`src/rtl/swirq_pkg.sv`:
```
package swirq_pkg;
  localparam int LVL_W = 3;
  localparam int SEL_W = 8;
  typedef logic [LVL_W-1:0] level_t;
  localparam level_t LVL_OFF = level_t'(7);

  typedef struct packed {
    logic            swWe;
    logic            swVal;
    logic            lvlWe;
    logic [SEL_W-1:0] lvlSel;
    level_t          lvlVal;
  } wr_strobe_t;
endpackage

```
`src/rtl/swirq_wr_ctrl.sv`:
```
module swirq_wr_ctrl
  import swirq_pkg::*;
#(
  parameter int NUM_SRC = 4,
  parameter int ADDR_W  = 3
) (
  input  logic              wrEn,
  input  logic [ADDR_W-1:0] addr,
  input  level_t            wdata,
  output wr_strobe_t        wrStb
);
  logic [SEL_W-1:0] addrExt;

  assign addrExt = {{(SEL_W-ADDR_W){1'b0}}, addr};

  always_comb begin
    wrStb.swWe   = wrEn && (addrExt == '0);
    wrStb.swVal  = wdata[0];
    wrStb.lvlWe  = wrEn && (addrExt != '0) && (addrExt <= SEL_W'(NUM_SRC));
    wrStb.lvlSel = addrExt - SEL_W'(1);
    wrStb.lvlVal = wdata;
  end
endmodule

```
`src/rtl/swirq_arbiter.sv`:
```
module swirq_arbiter
  import swirq_pkg::*;
#(
  parameter int NUM_SRC = 4
) (
  input  logic               clk,
  input  logic               rstN,
  input  logic [NUM_SRC-1:0] pend,
  input  level_t             lvl [NUM_SRC],
  output logic               winValid,
  output logic [NUM_SRC-1:0] winOneHot,
  output level_t             winLevel
);
  localparam int IDX_W = (NUM_SRC > 1) ? $clog2(NUM_SRC) : 1;

  logic [IDX_W-1:0] bestIdx;
  level_t           bestLvl;
  logic             found;

  // Scan upward with a strict compare so the lower index keeps an equal level.
  always_comb begin
    bestLvl = LVL_OFF;
    bestIdx = '0;
    found   = 1'b0;
    for (int i = 0; i < NUM_SRC; i++) begin
      if (pend[i] && (lvl[i] < bestLvl)) begin
        bestLvl = lvl[i];
        bestIdx = IDX_W'(i);
        found   = 1'b1;
      end
    end
  end

  assign winValid  = found;
  assign winLevel  = bestLvl;
  assign winOneHot = found ? (NUM_SRC'(1) << bestIdx) : '0;

  p_onehot_r7: assert property (@(posedge clk) disable iff (!rstN)
    $onehot0(winOneHot));
  p_win_enabled_r4: assert property (@(posedge clk) disable iff (!rstN)
    winValid |-> (winLevel != LVL_OFF));
  p_no_pend_r5: assert property (@(posedge clk) disable iff (!rstN)
    (pend == '0) |-> !winValid);
endmodule

```
`src/rtl/swirq_datapath.sv`:
```
module swirq_datapath
  import swirq_pkg::*;
#(
  parameter int NUM_SRC = 4
) (
  input  logic               clk,
  input  logic               rstN,
  input  wr_strobe_t         wrStb,
  input  logic [NUM_SRC-2:0] hwReq,
  input  level_t             cpuMask,
  input  logic               instrDone,
  output logic               irq,
  output logic [NUM_SRC-1:0] irqSrc,
  output level_t             irqLevel,
  output logic               intTake
);
  logic               swLatch;
  level_t             lvlReg [NUM_SRC];
  logic [NUM_SRC-1:0] pendVec;
  logic               winValid;

  always_ff @(posedge clk or negedge rstN) begin
    if (!rstN)            swLatch <= 1'b0;
    else if (wrStb.swWe)  swLatch <= wrStb.swVal;
  end

  for (genvar k = 0; k < NUM_SRC; k++) begin : g_lvl
    always_ff @(posedge clk or negedge rstN) begin
      if (!rstN)
        lvlReg[k] <= LVL_OFF;
      else if (wrStb.lvlWe && (wrStb.lvlSel == SEL_W'(k)))
        lvlReg[k] <= wrStb.lvlVal;
    end

    p_lvl_write_r4: assert property (@(posedge clk) disable iff (!rstN)
      (wrStb.lvlWe && (wrStb.lvlSel == SEL_W'(k))) |=> (lvlReg[k] == $past(wrStb.lvlVal)));
    p_lvl_hold_r9: assert property (@(posedge clk) disable iff (!rstN)
      !(wrStb.lvlWe && (wrStb.lvlSel == SEL_W'(k))) |=> $stable(lvlReg[k]));
  end

  assign pendVec = {hwReq, swLatch};

  swirq_arbiter #(.NUM_SRC(NUM_SRC)) u_arb (
    .clk       (clk),
    .rstN      (rstN),
    .pend      (pendVec),
    .lvl       (lvlReg),
    .winValid  (winValid),
    .winOneHot (irqSrc),
    .winLevel  (irqLevel)
  );

  assign irq     = winValid && (irqLevel < cpuMask);
  assign intTake = irq && instrDone;

  p_sw_set_r2: assert property (@(posedge clk) disable iff (!rstN)
    (wrStb.swWe && wrStb.swVal) |=> swLatch);
  p_sw_hold_r3: assert property (@(posedge clk) disable iff (!rstN)
    (swLatch && !(wrStb.swWe && !wrStb.swVal)) |=> swLatch);
  p_sw_clr_r3: assert property (@(posedge clk) disable iff (!rstN)
    (wrStb.swWe && !wrStb.swVal) |=> !swLatch);
  p_take_needs_boundary_r8: assert property (@(posedge clk) disable iff (!rstN)
    !instrDone |-> !intTake);
endmodule

```
`src/rtl/swirq_prio_ctrl.sv`:
```
module swirq_prio_ctrl
  import swirq_pkg::*;
#(
  parameter int NUM_SRC = 4,
  localparam int ADDR_W = $clog2(NUM_SRC + 1)
) (
  input  logic               clk,
  input  logic               rstN,
  input  logic               wrEn,
  input  logic [ADDR_W-1:0]  addr,
  input  logic [2:0]         wdata,
  input  logic [NUM_SRC-2:0] hwReq,
  input  logic [2:0]         cpuMask,
  input  logic               instrDone,
  output logic               irq,
  output logic [NUM_SRC-1:0] irqSrc,
  output logic [2:0]         irqLevel,
  output logic               intTake
);
  wr_strobe_t wrStb;

  swirq_wr_ctrl #(.NUM_SRC(NUM_SRC), .ADDR_W(ADDR_W)) u_ctrl (
    .wrEn  (wrEn),
    .addr  (addr),
    .wdata (wdata),
    .wrStb (wrStb)
  );

  swirq_datapath #(.NUM_SRC(NUM_SRC)) u_dp (
    .clk       (clk),
    .rstN      (rstN),
    .wrStb     (wrStb),
    .hwReq     (hwReq),
    .cpuMask   (cpuMask),
    .instrDone (instrDone),
    .irq       (irq),
    .irqSrc    (irqSrc),
    .irqLevel  (irqLevel),
    .intTake   (intTake)
  );
endmodule

```
`config.mk`:
```
export PLATFORM = sky130hd
export DESIGN_NAME = swirq_prio_ctrl
export DESIGN_NICKNAME = d
export VERILOG_FILES = /design/src/rtl/swirq_pkg.sv /design/src/rtl/swirq_wr_ctrl.sv /design/src/rtl/swirq_arbiter.sv /design/src/rtl/swirq_datapath.sv /design/src/rtl/swirq_prio_ctrl.sv
export SDC_FILE = /design/constraint.sdc
export NUM_CORES = 1
export LEC_CHECK = 0
export ABC_CLOCK_PERIOD_IN_PS = 12300
export CAP_MARGIN = 10
export CORE_AREA = 2 2 71 73
export CTS_BUF_LIST = sky130_fd_sc_hd__clkbuf_8
export DETAILED_ROUTE_END_ITERATION = 12
export DIE_AREA = 0 0 73 75
export PLACE_DENSITY = 0.46
export SYNTH_ARGS = -nofsm -noshare
export SYNTH_HDL_FRONTEND = slang
export SYNTH_HIERARCHICAL = 1
export SYNTH_SLANG_ARGS = --single-unit
```
`constraint.sdc`:
```
create_clock -name clk -period 12.3 [get_ports clk]
set_input_delay 2.46 -clock clk [delete_from_list [all_inputs] [get_ports clk]]
set_output_delay 2.46 -clock clk [all_outputs]
set_load 0.02 [all_outputs]
```
==> metrics.txt <==
status=finished, final reports clean; Hold Fails Final Rpt=0; asr flop ratio synth=100.0%; share of cells above drive strength 1=31.76%; post-synthesis cell count=128; EDFF count, synth=0; Resized cells post-CTS=0; final setup vio count=0; Die Wd=73 um; top cell type's share of synthesized area=24.51%; vias in the first global route=977; drt pass-1 iters=3; root buffer cell=clkbuf_8; sequential share of the synthesized area=26.46%; TritonCTS clock tree=done; core footprint=4661 um^2; CTS sink count=13; Post-synth top flop=dfstp_2; GRT overflow=0; IO Pins=25; Iteration-0 DRC Markers=41; top-count cell post-synth=inv_1; clk_skew=0 ps; Power Density=205.3 nW/um^2; CP most frequent cell=ha_1; Placement Setup Slack=2128 ps; final core utilization=33.88%; Slew Limit Headroom=30.17%; Routed Antenna Nets=0; Setup CP Type=primary input to output port; initial antenna violation count=0; cts bufs inserted=3; largest cells by area after synthesis=dfstp_2 25%, ha_1 8.8%, mux2_2 8.8%; placer's final routability congestion estimate=0.7490; crit-path leading delay family=compound AO/OA/AOI/OAI gates; Post-CTS Setup Repair Bufs=0; first-pass GRT wire length=4409 um; Pleak=0.0007026 uW; clk buf depth=2; WL final=2517 um; WP data arrival=7670 ps; post-DP HPWL=2235 um; synth unique cells=49; Final WS setup=2167 ps; Rows=25; Final nets=174; final routed DRC violation total=0; Ys Warns=6; Max Cap Violations=0; total die area=5475 um^2; detail-routed net length per standard cell=12.46 um; Worst-path clk slew=50 ps; Slew Limit Fails=0; clk_lat worst skew=230 ps; I/O Buffers=24; Max Freq=98.69 MHz; area leader, netlist=dfstp_2; final worst-path cycle share=82.38%; CP max stage cell=a2111oi_0; RSZ-0062 raised after global routing=no; CP max stage delay=920 ps; routed vias/inst=4.639; Syn Area/Cell=10.05 um^2; Setup TNS=0 ps; Final min period=10130 ps; Worst Hold Class=flop to flop; largest net degree at the start of global routing=14; via count=937; Starting Density=27.60%; Die H=75 um; Tot GR Track Use=10.31%; Syn Nets=153; Buf/Inv on CP=4; Seq cells post-synth=13; crit path launch type=primary input; Area growth, synth to finish=22.76%; H-tree depth=1; Max VDD drop=0.05082 mV; top post-synthesis cells by count=19 x inv_1, 12 x dfstp_2, 10 x mux2_2; Required @ worst endpoint=9840 ps; Worst Max-Slew Pin Slew=1021 ps; diode count=0; Syn Std Cell Area=1286 um^2; CTS Hold Bufs=0; crit path max fanout=5; CP endpoint kind=output port; critical-path cell list=clkdlybuf4s50_1 -> inv_1 -> a221o_2 -> a31oi_1 -> inv_1 -> ha_1 -> o21ai_0 -> nand2_1 -> o31ai_4 -> a2bb2oi_1 -> ha_1 -> a2111oi_0 -> a21boi_4 -> mux2i_1 -> ha_1 -> a21o_1 -> a211oi_1 -> clkdlybuf4s50_1
-- cells by family after synthesis --
family | synth area share, %
xor gates and xnor gates | 0.6811
buffers and inverters | 10.21
muxes | 15.76
AOI/OAI and AO/OA | 15.37
and+or+nand+nor | 21.11
DFF | 26.46
adders and majority gates | 10.41
-- registers in the layout (all words and copies together), names as in the netlist --
name	cells
u_dp/lvlReg	12
u_dp/swLatch	1
-- power breakdown --
part / switching (uW) / internal, uW
sequential: 17.4 / 65.9
combinational: 99.9 / 106
clock: 13.2 / 21.9
-- worst paths after layout --
kind	slack (ps)	startpoint	cells after the start	end
max in group asynchronous	9350	rstN	1	u_dp/lvlReg[1]
hold reg to reg	630	u_dp/lvlReg[5]	1	u_dp/lvlReg[5]
setup reg to reg	11430	u_dp/swLatch	1	u_dp/swLatch
hold / removal	630	u_dp/lvlReg[5]	1	u_dp/lvlReg[5]
min in group asynchronous	2580	rstN	1	u_dp/swLatch
setup / recovery	2170	hwReq[0]	18	intTake
-- metrics by stage --
stage                     instances  hold WS, ps  area (um^2)  total power [uW]
after floorplan                 128        590.2         1286             226.1
after global placement          198        623.1         1534             287.4
after detailed placement        198        626.1         1534             292.6
after CTS                       202        633.6         1579             329.8
after global routing            202        642.2         1579             351.9
final                           202        630.1         1579             324.2
-- layout by cell type, fill, tap and decap left out, drive strengths merged --
cell type	instances
ha	9
or2b	2
or4	2
o21ai	3
nand3	1
nor3	2
nor4	1
nor2b	2
o31ai	2
mux2i	3
and2b	2
dfstp	12
a2bb2oi	1
nor4b	2
nor2	4
o221ai	1
o211ai	2
xnor2	1
clkbuf	3
a21oi	5
and3b	1
a221o	1
nand3b	1
mux2	14
and3	1
inv	20
a2111oi	1
a211oi	1
nand2b	3
nor3b	2
clkdlybuf4s50	24
maj3	2
nand2	7
dfrtp	1
a31oi	1
and2	2
or3b	1
or2	2
a21boi	1
a21o	2
-- routing by layer --
layer	GRT usage, %	up-vias	part of all wire [%]
li1	-	482	-
met1	11.96	428	43
met2	18.62	23	52
met3	0.4016	4	2.8
met4	6.584	0	1.7
met5	0	-	0
-- final cells by class --
class	count	area, um^2
well taps	54	67.56
multi-input cells	88	814.5
repair buffers	24	240.2
flip-flops and latches	13	340.3
clock inverters	1	3.754
clock buffers	3	41.29
inverters	19	71.32
fillers	477	3082
Note: power is estimated with default switching activity, not from simulation.
